==> config.mk <==
export PLATFORM = sky130hd
export DESIGN_NAME = ccr_bank
export DESIGN_NICKNAME = d
export VERILOG_FILES = /design/src/rtl/ccr_pkg.sv /design/src/rtl/ccr_decode.sv /design/src/rtl/ccr_pll_merge.sv /design/src/rtl/ccr_word.sv /design/src/rtl/ccr_bank.sv
export SDC_FILE = /design/constraint.sdc
export NUM_CORES = 1
export LEC_CHECK = 0
export ABC_AREA = 1
export BUFFER_PORTS_ARGS = -buffer_cell sky130_fd_sc_hd__clkbuf_2
export CORE_AREA = 2 2 380 382
export DETAILED_ROUTE_END_ITERATION = 7
export DIE_AREA = 0 0 382 384
export RECOVER_POWER = 25
export SYNTH_ARGS = -nofsm -noshare
export SYNTH_HDL_FRONTEND = slang
export SYNTH_SLANG_ARGS = --single-unit
==> constraint.sdc <==
create_clock -name clk -period 6.15 [get_ports clk]
set_clock_uncertainty 0.15 [all_clocks]
set_input_delay 1.23 -clock clk [delete_from_list [all_inputs] [get_ports clk]]
set_output_delay 1.23 -clock clk [all_outputs]
set_load 0.05 [all_outputs]
==> src/rtl/ccr_pkg.sv <==
package ccr_pkg;

   localparam int unsigned WORD_W   = 32;
   localparam int unsigned PD_BIT   = 12;
   localparam int unsigned LOCK_BIT = 31;
   localparam int unsigned LOSS_BIT = 30;
   localparam int unsigned IX_SWRST = 5;

   typedef enum logic [1:0] {
      WK_PLAIN,
      WK_PLL,
      WK_WONLY,
      WK_RONLY
   } word_kind_e;

   // Access behaviour of word ix; the last word of the bank is the read-only identifier.
   function automatic word_kind_e kind_of(input int unsigned ix, input int unsigned nreg);
      if (ix == nreg - 1) return WK_RONLY;
      case (ix)
         3, 4, 21, 24: return WK_PLL;
         IX_SWRST:     return WK_WONLY;
         default:      return WK_PLAIN;
      endcase
   endfunction

   // Cold reset contents; PLL words come up reporting lock.
   function automatic logic [WORD_W-1:0] cold_value(input int unsigned ix);
      logic [WORD_W-1:0] lk;
      lk = 32'h8000_0000;
      case (ix)
         0, 10, 12: return 32'hFFFF_FFFF;
         1:         return 32'h004A_AAAA;
         2:         return 32'h5413_F855;
         3:         return lk | 32'h0022_2101;
         4:         return lk | 32'h0020_2101;
         21:        return lk | 32'h00C0_2105;
         24:        return lk | 32'h0122_8606;
         default:   return '0;
      endcase
   endfunction

endpackage

==> src/rtl/ccr_decode.sv <==
module ccr_decode #(
   parameter int unsigned ADDR_W = 12,
   parameter int unsigned NREG   = 28,
   parameter int unsigned IDX_W  = 5
) (
   input  logic [ADDR_W-1:0] addr,
   output logic [IDX_W-1:0]  idx,
   output logic              hit
);
   localparam int unsigned WIX_W = ADDR_W - 2;

   logic [WIX_W-1:0] wix;
   logic             aligned;
   logic             in_range;

   assign wix      = addr[ADDR_W-1:2];
   assign aligned  = (addr[1:0] == 2'b00);
   assign in_range = (32'(wix) < 32'(NREG));
   assign idx      = wix[IDX_W-1:0];
   assign hit      = aligned & in_range;

endmodule

==> src/rtl/ccr_pll_merge.sv <==
module ccr_pll_merge
   import ccr_pkg::*;
(
   input  logic [WORD_W-1:0] wdata,
   input  logic [WORD_W-1:0] cur,
   output logic [WORD_W-1:0] nxt
);
   logic unused_cur;
   assign unused_cur = ^{cur[LOCK_BIT], cur[LOSS_BIT-1:0]};

   always_comb begin
      nxt = wdata;
      if (wdata[PD_BIT]) begin
         nxt[LOCK_BIT] = 1'b0;
         nxt[LOSS_BIT] = 1'b1;
      end else begin
         nxt[LOCK_BIT] = 1'b1;
         nxt[LOSS_BIT] = cur[LOSS_BIT] & ~wdata[LOSS_BIT];
      end
   end

endmodule

==> src/rtl/ccr_word.sv <==
module ccr_word
   import ccr_pkg::*;
#(
   parameter word_kind_e        KIND    = WK_PLAIN,
   parameter logic [WORD_W-1:0] RST_VAL = '0,
   parameter logic [WORD_W-1:0] FIXED   = '0
) (
   input  logic              clk,
   input  logic              rst_n,
   input  logic              we,
   input  logic [WORD_W-1:0] wdata,
   output logic [WORD_W-1:0] q
);
   generate
      if (KIND == WK_RONLY) begin : g_ro
         logic unused_ro;
         assign unused_ro = ^{clk, rst_n, we, wdata, RST_VAL};
         assign q = FIXED;
      end else if (KIND == WK_WONLY) begin : g_wo
         logic unused_wo;
         assign unused_wo = ^{wdata, RST_VAL, FIXED};
         always_ff @(posedge clk or negedge rst_n) begin
            if (!rst_n)  q <= '0;
            else if (we) q <= '0;
         end
      end else if (KIND == WK_PLL) begin : g_pll
         logic [WORD_W-1:0] nxt;
         logic              unused_pll;
         assign unused_pll = ^FIXED;
         ccr_pll_merge u_merge (
            .wdata (wdata),
            .cur   (q),
            .nxt   (nxt)
         );
         always_ff @(posedge clk or negedge rst_n) begin
            if (!rst_n)  q <= RST_VAL;
            else if (we) q <= nxt;
         end
      end else begin : g_plain
         logic unused_pl;
         assign unused_pl = ^FIXED;
         always_ff @(posedge clk or negedge rst_n) begin
            if (!rst_n)  q <= RST_VAL;
            else if (we) q <= wdata;
         end
      end
   endgenerate

endmodule

==> src/rtl/ccr_bank.sv <==
module ccr_bank
   import ccr_pkg::*;
#(
   parameter int unsigned       ADDR_W   = 12,
   parameter int unsigned       NREG     = 28,
   parameter int unsigned       DATA_W   = 32,
   parameter logic [DATA_W-1:0] ID_VALUE = 32'h5A17_0C01
) (
   input  logic                     clk,
   input  logic                     rst_n,
   input  logic [ADDR_W-1:0]        bus_addr,
   input  logic                     bus_wr,
   input  logic                     bus_rd,
   input  logic [DATA_W-1:0]        bus_wdata,
   output logic [DATA_W-1:0]        bus_rdata,
   output logic                     bus_err,
   output logic [NREG*DATA_W-1:0]   reg_image
);
   localparam int unsigned IDX_W = $clog2(NREG);
   localparam int unsigned IX_ID = NREG - 1;

   generate
      if (DATA_W != WORD_W) begin : g_bad_width
         $error("ccr_bank: DATA_W must equal %0d", WORD_W);
      end
      if (NREG < 26) begin : g_bad_nreg
         $error("ccr_bank: NREG must leave room for all PLL words and the identifier");
      end
      if (NREG * 4 > (1 << ADDR_W)) begin : g_bad_addr
         $error("ccr_bank: bank does not fit in the address window");
      end
   endgenerate

   logic [IDX_W-1:0]  idx;
   logic              hit;
   logic [NREG-1:0]   we;
   logic [DATA_W-1:0] q [NREG];
   logic [DATA_W-1:0] rd_word;
   logic              bad_rd;
   logic              bad_wr;

   ccr_decode #(
      .ADDR_W (ADDR_W),
      .NREG   (NREG),
      .IDX_W  (IDX_W)
   ) u_decode (
      .addr (bus_addr),
      .idx  (idx),
      .hit  (hit)
   );

   genvar gi;
   generate
      for (gi = 0; gi < NREG; gi++) begin : g_word
         assign we[gi] = bus_wr & hit & (idx == IDX_W'(gi));
         ccr_word #(
            .KIND    (kind_of(gi, NREG)),
            .RST_VAL (cold_value(gi)),
            .FIXED   (ID_VALUE)
         ) u_word (
            .clk   (clk),
            .rst_n (rst_n),
            .we    (we[gi]),
            .wdata (bus_wdata),
            .q     (q[gi])
         );
         assign reg_image[gi*DATA_W +: DATA_W] = q[gi];
      end
   endgenerate

   always_comb begin
      rd_word = '0;
      for (int i = 0; i < NREG; i++) begin
         if (hit && idx == IDX_W'(i)) rd_word = q[i];
      end
   end

   assign bad_rd = bus_rd & ~hit;
   assign bad_wr = bus_wr & (~hit | (idx == IDX_W'(IX_ID)));

   always_ff @(posedge clk or negedge rst_n) begin
      if (!rst_n) begin
         bus_rdata <= '0;
         bus_err   <= 1'b0;
      end else begin
         if (bus_rd) bus_rdata <= rd_word;
         bus_err <= bad_rd | bad_wr;
      end
   end

endmodule

* After elaboration in Yosys (flattened, before gate mapping)
Cells that the tools add are included.
Storage, ports and cells: bits in registers 865, bits of input ports 48, output and inout port bits 929
Operators by class: magnitude comparators 1, equal/unequal tests 27, mux-type cells 32, bitwise gates (word level) 38, reduce and logical (&&, ||, !) cells 30
Operators with widths (number):
- 2-to-1 mux 32 bit | 28
- == test 5 bit (second input constant) | 12
- == test 5 x 4 -> 1 bit (second input constant) | 8
- AND 1 bit | 34
- logical AND 1 bit | 28
- == test 5 x 3 -> 1 bit (second input constant) | 4
- == test 5 x 2 -> 1 bit (second input constant) | 2
- < comparator 10 x 5 -> 1 bit (second input constant) | 1
- 2-to-1 mux 2 bit | 4
- == test 5 x 1 -> 1 bit (second input constant) | 1
- zero test 5 bit | 1
- zero test 2 bit | 1
- NOT 1 bit | 2
- OR 1 bit | 2

* Depth between registers and ports, before layout
Gate-level depths: netlist (run 1).
depth after elaboration 31, depth in mapped cells 28, depth with buffers taken out 27

* Modules after synthesis
A second synthesis (run 1) with hierarchy kept.
Second synthesis, totals: cell total of the unflattened synthesis 5655, area, all modules 44184.9 sq um
By module, submodules not included:
- ccr_word at g_word[11].u_word ... | instances 17, cells an instance 136, area an instance 1292.5 sq um
- ccr_bank | instances 1, cells an instance 1903, area an instance 8871.0 sq um
- ccr_word at g_word[0].u_word ... | instances 3, cells an instance 136, area an instance 1332.5 sq um
- ccr_word at g_word[2].u_word | instances 1, cells an instance 136, area an instance 1311.3 sq um
- ccr_word at g_word[1].u_word | instances 1, cells an instance 136, area an instance 1306.3 sq um
- ccr_word at g_word[24].u_word | instances 1, cells an instance 136, area an instance 1303.8 sq um
- ccr_word at g_word[21].u_word | instances 1, cells an instance 136, area an instance 1301.2 sq um
- ccr_word at g_word[3].u_word | instances 1, cells an instance 136, area an instance 1300.0 sq um
- ccr_word at g_word[4].u_word | instances 1, cells an instance 136, area an instance 1298.7 sq um
- ccr_pll_merge | instances 4, cells an instance 34, area an instance 240.2 sq um
- ccr_word at g_word[27].u_word | instances 1, cells an instance 34, area an instance 247.7 sq um
- ccr_word at g_word[5].u_word | instances 1, cells an instance 33, area an instance 244.0 sq um
- ccr_decode | instances 1, cells an instance 13, area an instance 70.1 sq um

* Least setup slack after synthesis (run 1)
OpenSTA, ideal clock, no wires.
path kind input-to-reg, from input port bus_addr[6], to register bus_rdata[12], setup time 118 ps, arrival time 3282 ps, data required time 5882 ps, setup slack 2601 ps, cell stages on the path 24, path through buf_6 nand3_2 nand3_2 nor2_8 nand2_4 nor2_4 inv_2 buf_2 o21ai_1 nor2_1 o21ai_1 nand3_1 a221oi_1 nand4_1 o21ai_1 nand4_1 nor2_1 nand4_1 nor2_1 nand3_1 nand2_1 nand2_1 nand2_1 nand2_1
Between the ends: word-level cells in the longest chain between the ends 31
RTL lines:
- from (decl) | RTL line ccr_bank.sv:11 | input logic [ADDR_W-1:0] bus_addr,
- < comparator 10 x 5 -> 1 bit | RTL line ccr_decode.sv:18 | assign in_range = (32'(wix) < 32'(NREG));
- AND 1 bit | RTL line ccr_decode.sv:20 | assign hit = aligned & in_range;
- logical AND 1 bit | RTL line ccr_bank.sv:74 | if (hit && idx == IDX_W'(i)) rd_word = q[i];
- 2-to-1 mux 32 bit (27 in a row) | RTL line ccr_bank.sv:74
- 2-to-1 mux 32 bit * | RTL line ccr_bank.sv:74
- to (signal assigned) | RTL line ccr_bank.sv:86 | if (bus_rd) bus_rdata <= rd_word;
- to (decl) | RTL line ccr_bank.sv:15 | output logic [DATA_W-1:0] bus_rdata,
Every way passes the cells marked *; elsewhere a longest branch is shown, timed or not. A chain may end at the register's enable or synchronous reset.

* Final worst setup path (run 1)
from input port bus_addr[10], to register bus_rdata[12]
Between the ends: word-level cells in the longest chain between the ends 31
RTL lines (RTL line):
- < comparator 10 x 5 -> 1 bit * | ccr_decode.sv:18
- AND 1 bit * | ccr_decode.sv:20
- logical AND 1 bit | ccr_bank.sv:74
- 2-to-1 mux 32 bit (27 in a row) | ccr_bank.sv:74
- 2-to-1 mux 32 bit * | ccr_bank.sv:74
Marked as above.

==> results of run 1 <==
-- routing by layer --
metal	vias to the layer above	part of all wire (%)	track usage, %
met3	453	10	9.66
met1	18600	37	34.8
li1	16500	-	-
met2	2148	47	48.0
met5	-	0.0058	0
met4	2	6.2	16.5
-- layout make-up --
type | instances | share of cell area (%)
repair buffers | 1083 | 12.2
well taps | 1903 | 4.90
multi-input cells | 3206 | 29.5
flip-flops and latches | 865 | 44.9
inverters | 173 | 1.34
clock buffers | 148 | 5.99
diodes | 11 | 0.0566
clock inverters | 42 | 1.15
-- through the flow --
stage | cells | util, % | power (mW)
after floorplan | 4611 | - | 6.16
after detailed placement | 7230 | 31.6 | 6.52
after global placement | 7230 | 31.6 | 6.52
after global routing | 7422 | 34.0 | 13.1
final | 7431 | 34.1 | 12.8
after CTS | 7420 | 34.1 | 12.9
-- cell families after synthesis --
logic type | count (synthesis)
AND/OR/NAND/NOR | 2079
AO/OA/AOI/OAI | 1063
flip-flops | 865
buffers and inverters | 540
other | 2
-- path summary, 6_finish.rpt --
check	to	start	slack [ns]
setup / recovery	bus_rdata[12]$_DFFE_PN0P_	bus_addr[10]	0.40
hold / removal	bus_rdata[1]$_DFFE_PN0P_	bus_rdata[1]$_DFFE_PN0P_	0.33
setup reg to reg	bus_rdata[12]$_DFFE_PN0P_	g_word[1].u_word.q[12]$_DFFE_PN0P_	1.80
hold reg to reg	bus_rdata[1]$_DFFE_PN0P_	bus_rdata[1]$_DFFE_PN0P_	0.33
max in group asynchronous	g_word[23].u_word.q[4]$_DFFE_PN0P_	rst_n	0.78
min in group asynchronous	g_word[16].u_word.q[30]$_DFFE_PN0P_	rst_n	1.89
-- flip-flops by register name (all words and copies together), names as in the netlist --
signal	cells
bus_rdata	32
g_word.u_word.q	832
bus_err	1
-- cells in the mapped netlist (16+ instances only) --
cell      number  area share (%)
a21oi_1      145             1.9
buf_2         20            0.26
buf_4         66             1.3
clkbuf_1     273             2.7
dfrtp_1      716              47
dfstp_2      149              10
inv_1        155             1.5
inv_2         16            0.16
nand2_1     1561              15
nand3_1       76             1.0
nand4_1      118             1.9
nor2_1       242             2.4
nor3_1        16            0.21
o21ai_0      834              11
o21ai_1       60            0.79
or2_2         26            0.43
-- report_power, final --
group | switching, mW | internal [mW] | total [mW]
clock | 2.70 | 3.65 | 6.35
sequential | 0.0271 | 5.73 | 5.75
combinational | 0.591 | 0.0739 | 0.665
-- critical path, stage by stage --
cell and delay, ns:
clkbuf_2 0.08, nor2_1 0.13, nand3_1 0.33, inv_1 0.22, nand2_4 0.18, nor2_4 0.16
nand2_4 0.18, buf_4 0.25, o21ai_1 0.12, nor2_1 0.05, o21ai_1 0.26, nand3_1 0.12
a221oi_1 0.42, nand4_1 0.19, o21ai_1 0.49, nand4_1 0.24, nor2_1 0.45, nand4_1 0.27
nor2_1 0.23, nand3_1 0.28, nand2_1 0.16, nand2_1 0.06, nand2_1 0.06, nand2_1 0.05
==> qor.yml, run 1 <==
outcome:
  outcome: "complete, but fails checks"
  violations: "capacitance limit, slew limit"
clock_network:
  cts_tree: "done"
  cts_setup_buffers: 0
  path_clk_slew_ns: 0.06
  clock-sinks: 865
  cts_hold_buf: 0
  cts_inserted_buffers: 101
  cts-root-buf: "clkbuf_16"
  cts_resized: 0
  ctsHtreeMaxLevel: 3
  cts_max_path_buffers: 3
  clkLatencyLatePin_ns: 0.77
sta:
  postLayoutSetupSlackWorst_ns: 0.401
  slew-limit-headroom_pct: -199
  rsz0062_at_grt: "no"
  final_hold_viol_count: 0
  tightest_slew_ns: 4.48
  period_share_pct: 93.5
  finalSetupViolCount: 0
  finalMaxSlewViolations: 188
  final.min_clock_period_ns: 5.75
  fmax_mhz: 174
  fin_tns_setup_ns: 0
  holdWs_ns: 0.331
logic_synthesis:
  ys_seq_elements: 865
  synth_edf_count: 0
  async_flop_share_pct: 100
  synth_flop_cell: "dfrtp_1"
  synth-adder-area-share_pct: 0
  avgSynthCellArea_um2: 8.38
  ys_seq_area_share_pct: 57.2
  syn_inst: 4549
  netlist-cell-type-count: 41
  synth-xor-area-share_pct: 0
  synth-compound-area-share_pct: 14.3
  synth_top_family_by_area: "simple AND/OR/NAND/NOR gates"
  synth_mux_area_share_pct: 0
  synthSimpleGateAreaFrac_pct: 22.3
  netlist_area_um2: 38100
  ys_warn_count: 0
worst_setup_path:
  cp_data_required_time_ns: 6.66
  worstRegToRegCells: 16
  worst-setup-path-type: "in2reg"
  startpoint_type: "primary input"
  cp-end-kind: "register"
  crit_fanout: 25
  worstPathArrival_ns: 6.26
place:
  globalplace.congestion: 0.895
  place_ws_ns: -0.246
  numPortBuffers: 912
  dpl.hpwl_um: 167000
  place_area_um2: 45200
die:
  die_y_um: 384
  num_rows: 139
  ios: 977
  die_x_um: 382
  die_area_um2: 147000
  design.core.area_um2: 143000
  initial_core_util_pct: 26.7
power:
  p_per_area_nw_per_um2: 263
  p_leak_nw: 23.7
  peakVddDrop_mv: 0.198
global_routing:
  grt_start_max_net_pins: 161
  grt_pass1_vias: 35600
  antenna_found_initial: 10
  grt_remaining_overflow: 0
  track_usage_pct: 29.7
  grt_pass1_wl_um: 302000
min_path:
  hold_path.class: "reg2reg"
  hold_depth: 2
routing:
  vias: 37700
  wl_per_cell_um: 30.3
  drt-pass1-iter-count: 6
  via_per_inst: 5.08
  finalWirelength_um: 225000
  first_iter_violations: 3913
  ant_nets: 0
  drc_errors: 0
finish:
  postLayoutCellArea_um2: 48600
  seq_area_um2: 21800
  n_fill_cell: 15000
  area_growth_pct: 27.5
  layout_commonest_cell: "nand2_1"
  nets: 5478
  layout-drive-gt1-share_pct: 27.5
  multiInputGateArea_um2: 14400
  final_cell_mix: "1539 x nand2_1, 912 x clkbuf_2, 834 x o21ai_0"
flow_run:
  cap_viol_max_count: 1
(Power assumes the default switching activity.)
==> run 2, diff against run 1 <==
BUFFER_PORTS_ARGS = default   (was -buffer_cell sky130_fd_sc_hd__clkbuf_2)
CORE_AREA = 2 2 381 383   (was 2 2 380 382)
DIE_AREA = 0 0 383 385   (was 0 0 382 384)
DONT_BUFFER_PORTS = 1   (was default)
PLACE_DENSITY = 0.48   (was default)
==> qor.yml, run 2 (synthesis gave the netlist of run 1 again) <==
sta:
  rsz0062_at_grt: "no"
  slew-limit-headroom_pct: -80.8  # +120 points
  fin_tns_setup_ns: 0  # unchanged
  tightest_slew_ns: 2.71  # -1.77 ns
  final_hold_viol_count: 0  # unchanged
  finalSetupViolCount: 0  # unchanged
  period_share_pct: 90.3  # -3.1 points
  final.min_clock_period_ns: 5.56  # -0.194 ns
  finalMaxSlewViolations: 374  # +99%
  fmax_mhz: 180  # +3.5%
worst_setup_path:
  startpoint_type: "primary input"
  slowest_stage: "nor2_1"
  cp_cell_sequence: "nor2_1 > nand3_2 > nor2_8 > nand2_4 > nor2_4 > buf_4 > buf_12 > nor2_1 > o21ai_1 > nand3_1 > a221oi_1 > nand3_1 > nand2_1 > nand3_1 > a21oi_1 > nand4_1 > nor2_1 > nand4_1 > nand2_1 > nand3_1 > nand2_1 > nand2_1"
  worstPathArrival_ns: 6.02  # -0.24 ns
  cpPeakStageDelay_ns: 0.55  # +0.06 ns
  cp-end-kind: "register"
  worst-setup-path-type: "in2reg"
  crit_fanout: 31  # +24%
  cp_data_required_time_ns: 6.62  # -0.04 ns
routing:
  drt-pass1-iter-count: 6  # unchanged
  via_per_inst: 5.24  # +3.1%
  ant_nets: 0  # unchanged
  finalWirelength_um: 221000  # -1.5%
  wl_per_cell_um: 34.0  # +12%
  drc_errors: 0  # unchanged
  vias: 34100  # -9.6%
  first_iter_violations: 4103  # +4.9%
place:
  dpl.hpwl_um: 161000  # -3.5%
  numPortBuffers: 0  # -100%
  globalplace.congestion: 0.907  # +1.3%
  placed_cells: 6306  # -13%
global_routing:
  grt_pass1_wl_um: 295000  # -2.2%
  grt_start_max_net_pins: 864  # +440%
  grt_pass1_vias: 31800  # -11%
  grt_remaining_overflow: 0  # unchanged
  track_usage_pct: 29.2  # -0.49 points
  antenna_found_initial: 24  # +14
power:
  finalPower_mw: 12.7  # -0.68%
  seqPwrFrac_pct: 46.2  # +1.1 points
  p_int_mw: 9.41  # -0.44%
  p_per_area_nw_per_um2: 288  # +9.9%
  p_switching_mw: 3.27  # -1.4%
  peakVddDrop_mv: 0.232  # +17%
  switching_share_pct: 25.8  # -0.18 points
  clkPwrFrac_pct: 50.0  # +0.3 points
  p_leak_nw: 19.4  # -18%
  p_comb_share_pct: 3.8  # -1.4 points
die:
  initial_core_util_pct: 26.6  # -0.065 points
  ios: 977  # unchanged
  num_rows: 139  # unchanged
  design.core.area_um2: 143000  # +0.24%
  die_x_um: 383  # +0.26%
  die_y_um: 385  # +0.26%
  die_area_um2: 147000  # +0.52%
finish:
  layout.cells.non_filler: 6510  # -12%
  layout_commonest_cell: "nand2_1"
  regMostFlops: "g_word.u_word.q"
  final_cell_mix: "1538 x nand2_1, 834 x o21ai_0, 716 x dfrtp_1"
  area_growth_pct: 15.2
  layout-drive-gt1-share_pct: 13.0  # -14 points
  top_regs: "g_word.u_word.q (832), bus_rdata (32), bus_err (1)"
  nets: 4560  # -17%
  largest_reg_flops: 832  # unchanged
clock_network:
  cts_inserted_buffers: 102  # +0.99%
  clock-sinks: 865  # unchanged
  cts_max_path_buffers: 3  # unchanged
  cts-root-buf: "clkbuf_16"
  cts_resized: 0  # unchanged
  cts_hold_buf: 1  # +1
  path_clk_slew_ns: 0.06  # about the same
  clkLatencyLatePin_ns: 0.74  # -0.03 ns
  cts_tree: "done"
  ctsHtreeMaxLevel: 3  # unchanged
  cts_setup_buffers: 0  # unchanged
min_path:
  hold_path.class: "in2async"
outcome:
  violations: "capacitance limit, slew limit"
  outcome: "complete, but fails checks"
flow_run:
  cap_viol_max_count: 2  # +1
[run 2: layout make-up]
cell class                      count  area (um^2)
Fill cell                       15200        99200
Tap cell                         1903         2380
Antenna cell                        7         17.5
Sequential cell                   865        21800
Clock inverter                     38          459
Clock buffer                      154         2970
Timing Repair Buffer              164         1290
Inverter                          173          649
Multi-Input combinational cell   3206        14300
[run 2: metal layers]
metal | routed length [um] | share of wire, % | GRT usage [%]
met1 | 80300 | 36 | 33.6
met2 | 106000 | 48 | 48.8
met3 | 24800 | 11 | 11.0
met4 | 10100 | 4.6 | 12.1
met5 | 73 | 0.033 | 0
[run 2: metrics by stage]
stage                     hold WS (ns)  setup WS [ns]  instance area (um^2)  util (%)
after detailed placement         0.462        -0.0403                 40400      28.2
after floorplan                  0.439           2.60                 38400         -
after global routing           0.00282          0.702                 43900      30.7
final                           0.0468          0.595                 44000      30.7
after CTS                      0.00438          0.765                 43900      30.6
after global placement           0.459        0.00755                 40400      28.2
[run 2: power by group through the flow]
stage / Clock, mW / Sequential (mW) / Combinational [mW]
after floorplan: 0 / 5.94 / 0.223
after global placement: 0 / 5.96 / 0.376
after detailed placement: 0 / 5.96 / 0.377
after CTS: 6.43 / 5.86 / 0.378
after global routing: 6.65 / 5.86 / 0.505
final: 6.34 / 5.86 / 0.479
[run 2: worst paths after layout]
check,startpoint,end,slack (ns),cells after the start
worst min-delay path,rst_n,g_word[17].u_word.q[28]$_DFFE_PN0P_,0.05,0
max in group asynchronous,rst_n,g_word[3].u_word.q[5]$_DFFE_PN0P_,1.82,2
min in group clk,bus_wdata[12],g_word[3].u_word.q[31]$_DFFE_PN1P_,0.44,1
worst min register to register,g_word[24].u_word.q[10]$_DFFE_PN1P_,g_word[24].u_word.q[10]$_DFFE_PN1P_,0.47,2
worst max-delay path,bus_addr[11],bus_rdata[5]$_DFFE_PN0P_,0.59,22
worst max register to register,g_word[2].u_word.q[5]$_DFFE_PN0P_,bus_rdata[5]$_DFFE_PN0P_,1.66,16
[run 2: critical path: cells and delay by family]
family                 cells  cell delay, ns
buffers and inverters      2            0.45
and+or+nand+nor           17            3.43
AOI/OAI and AO/OA          3            0.84
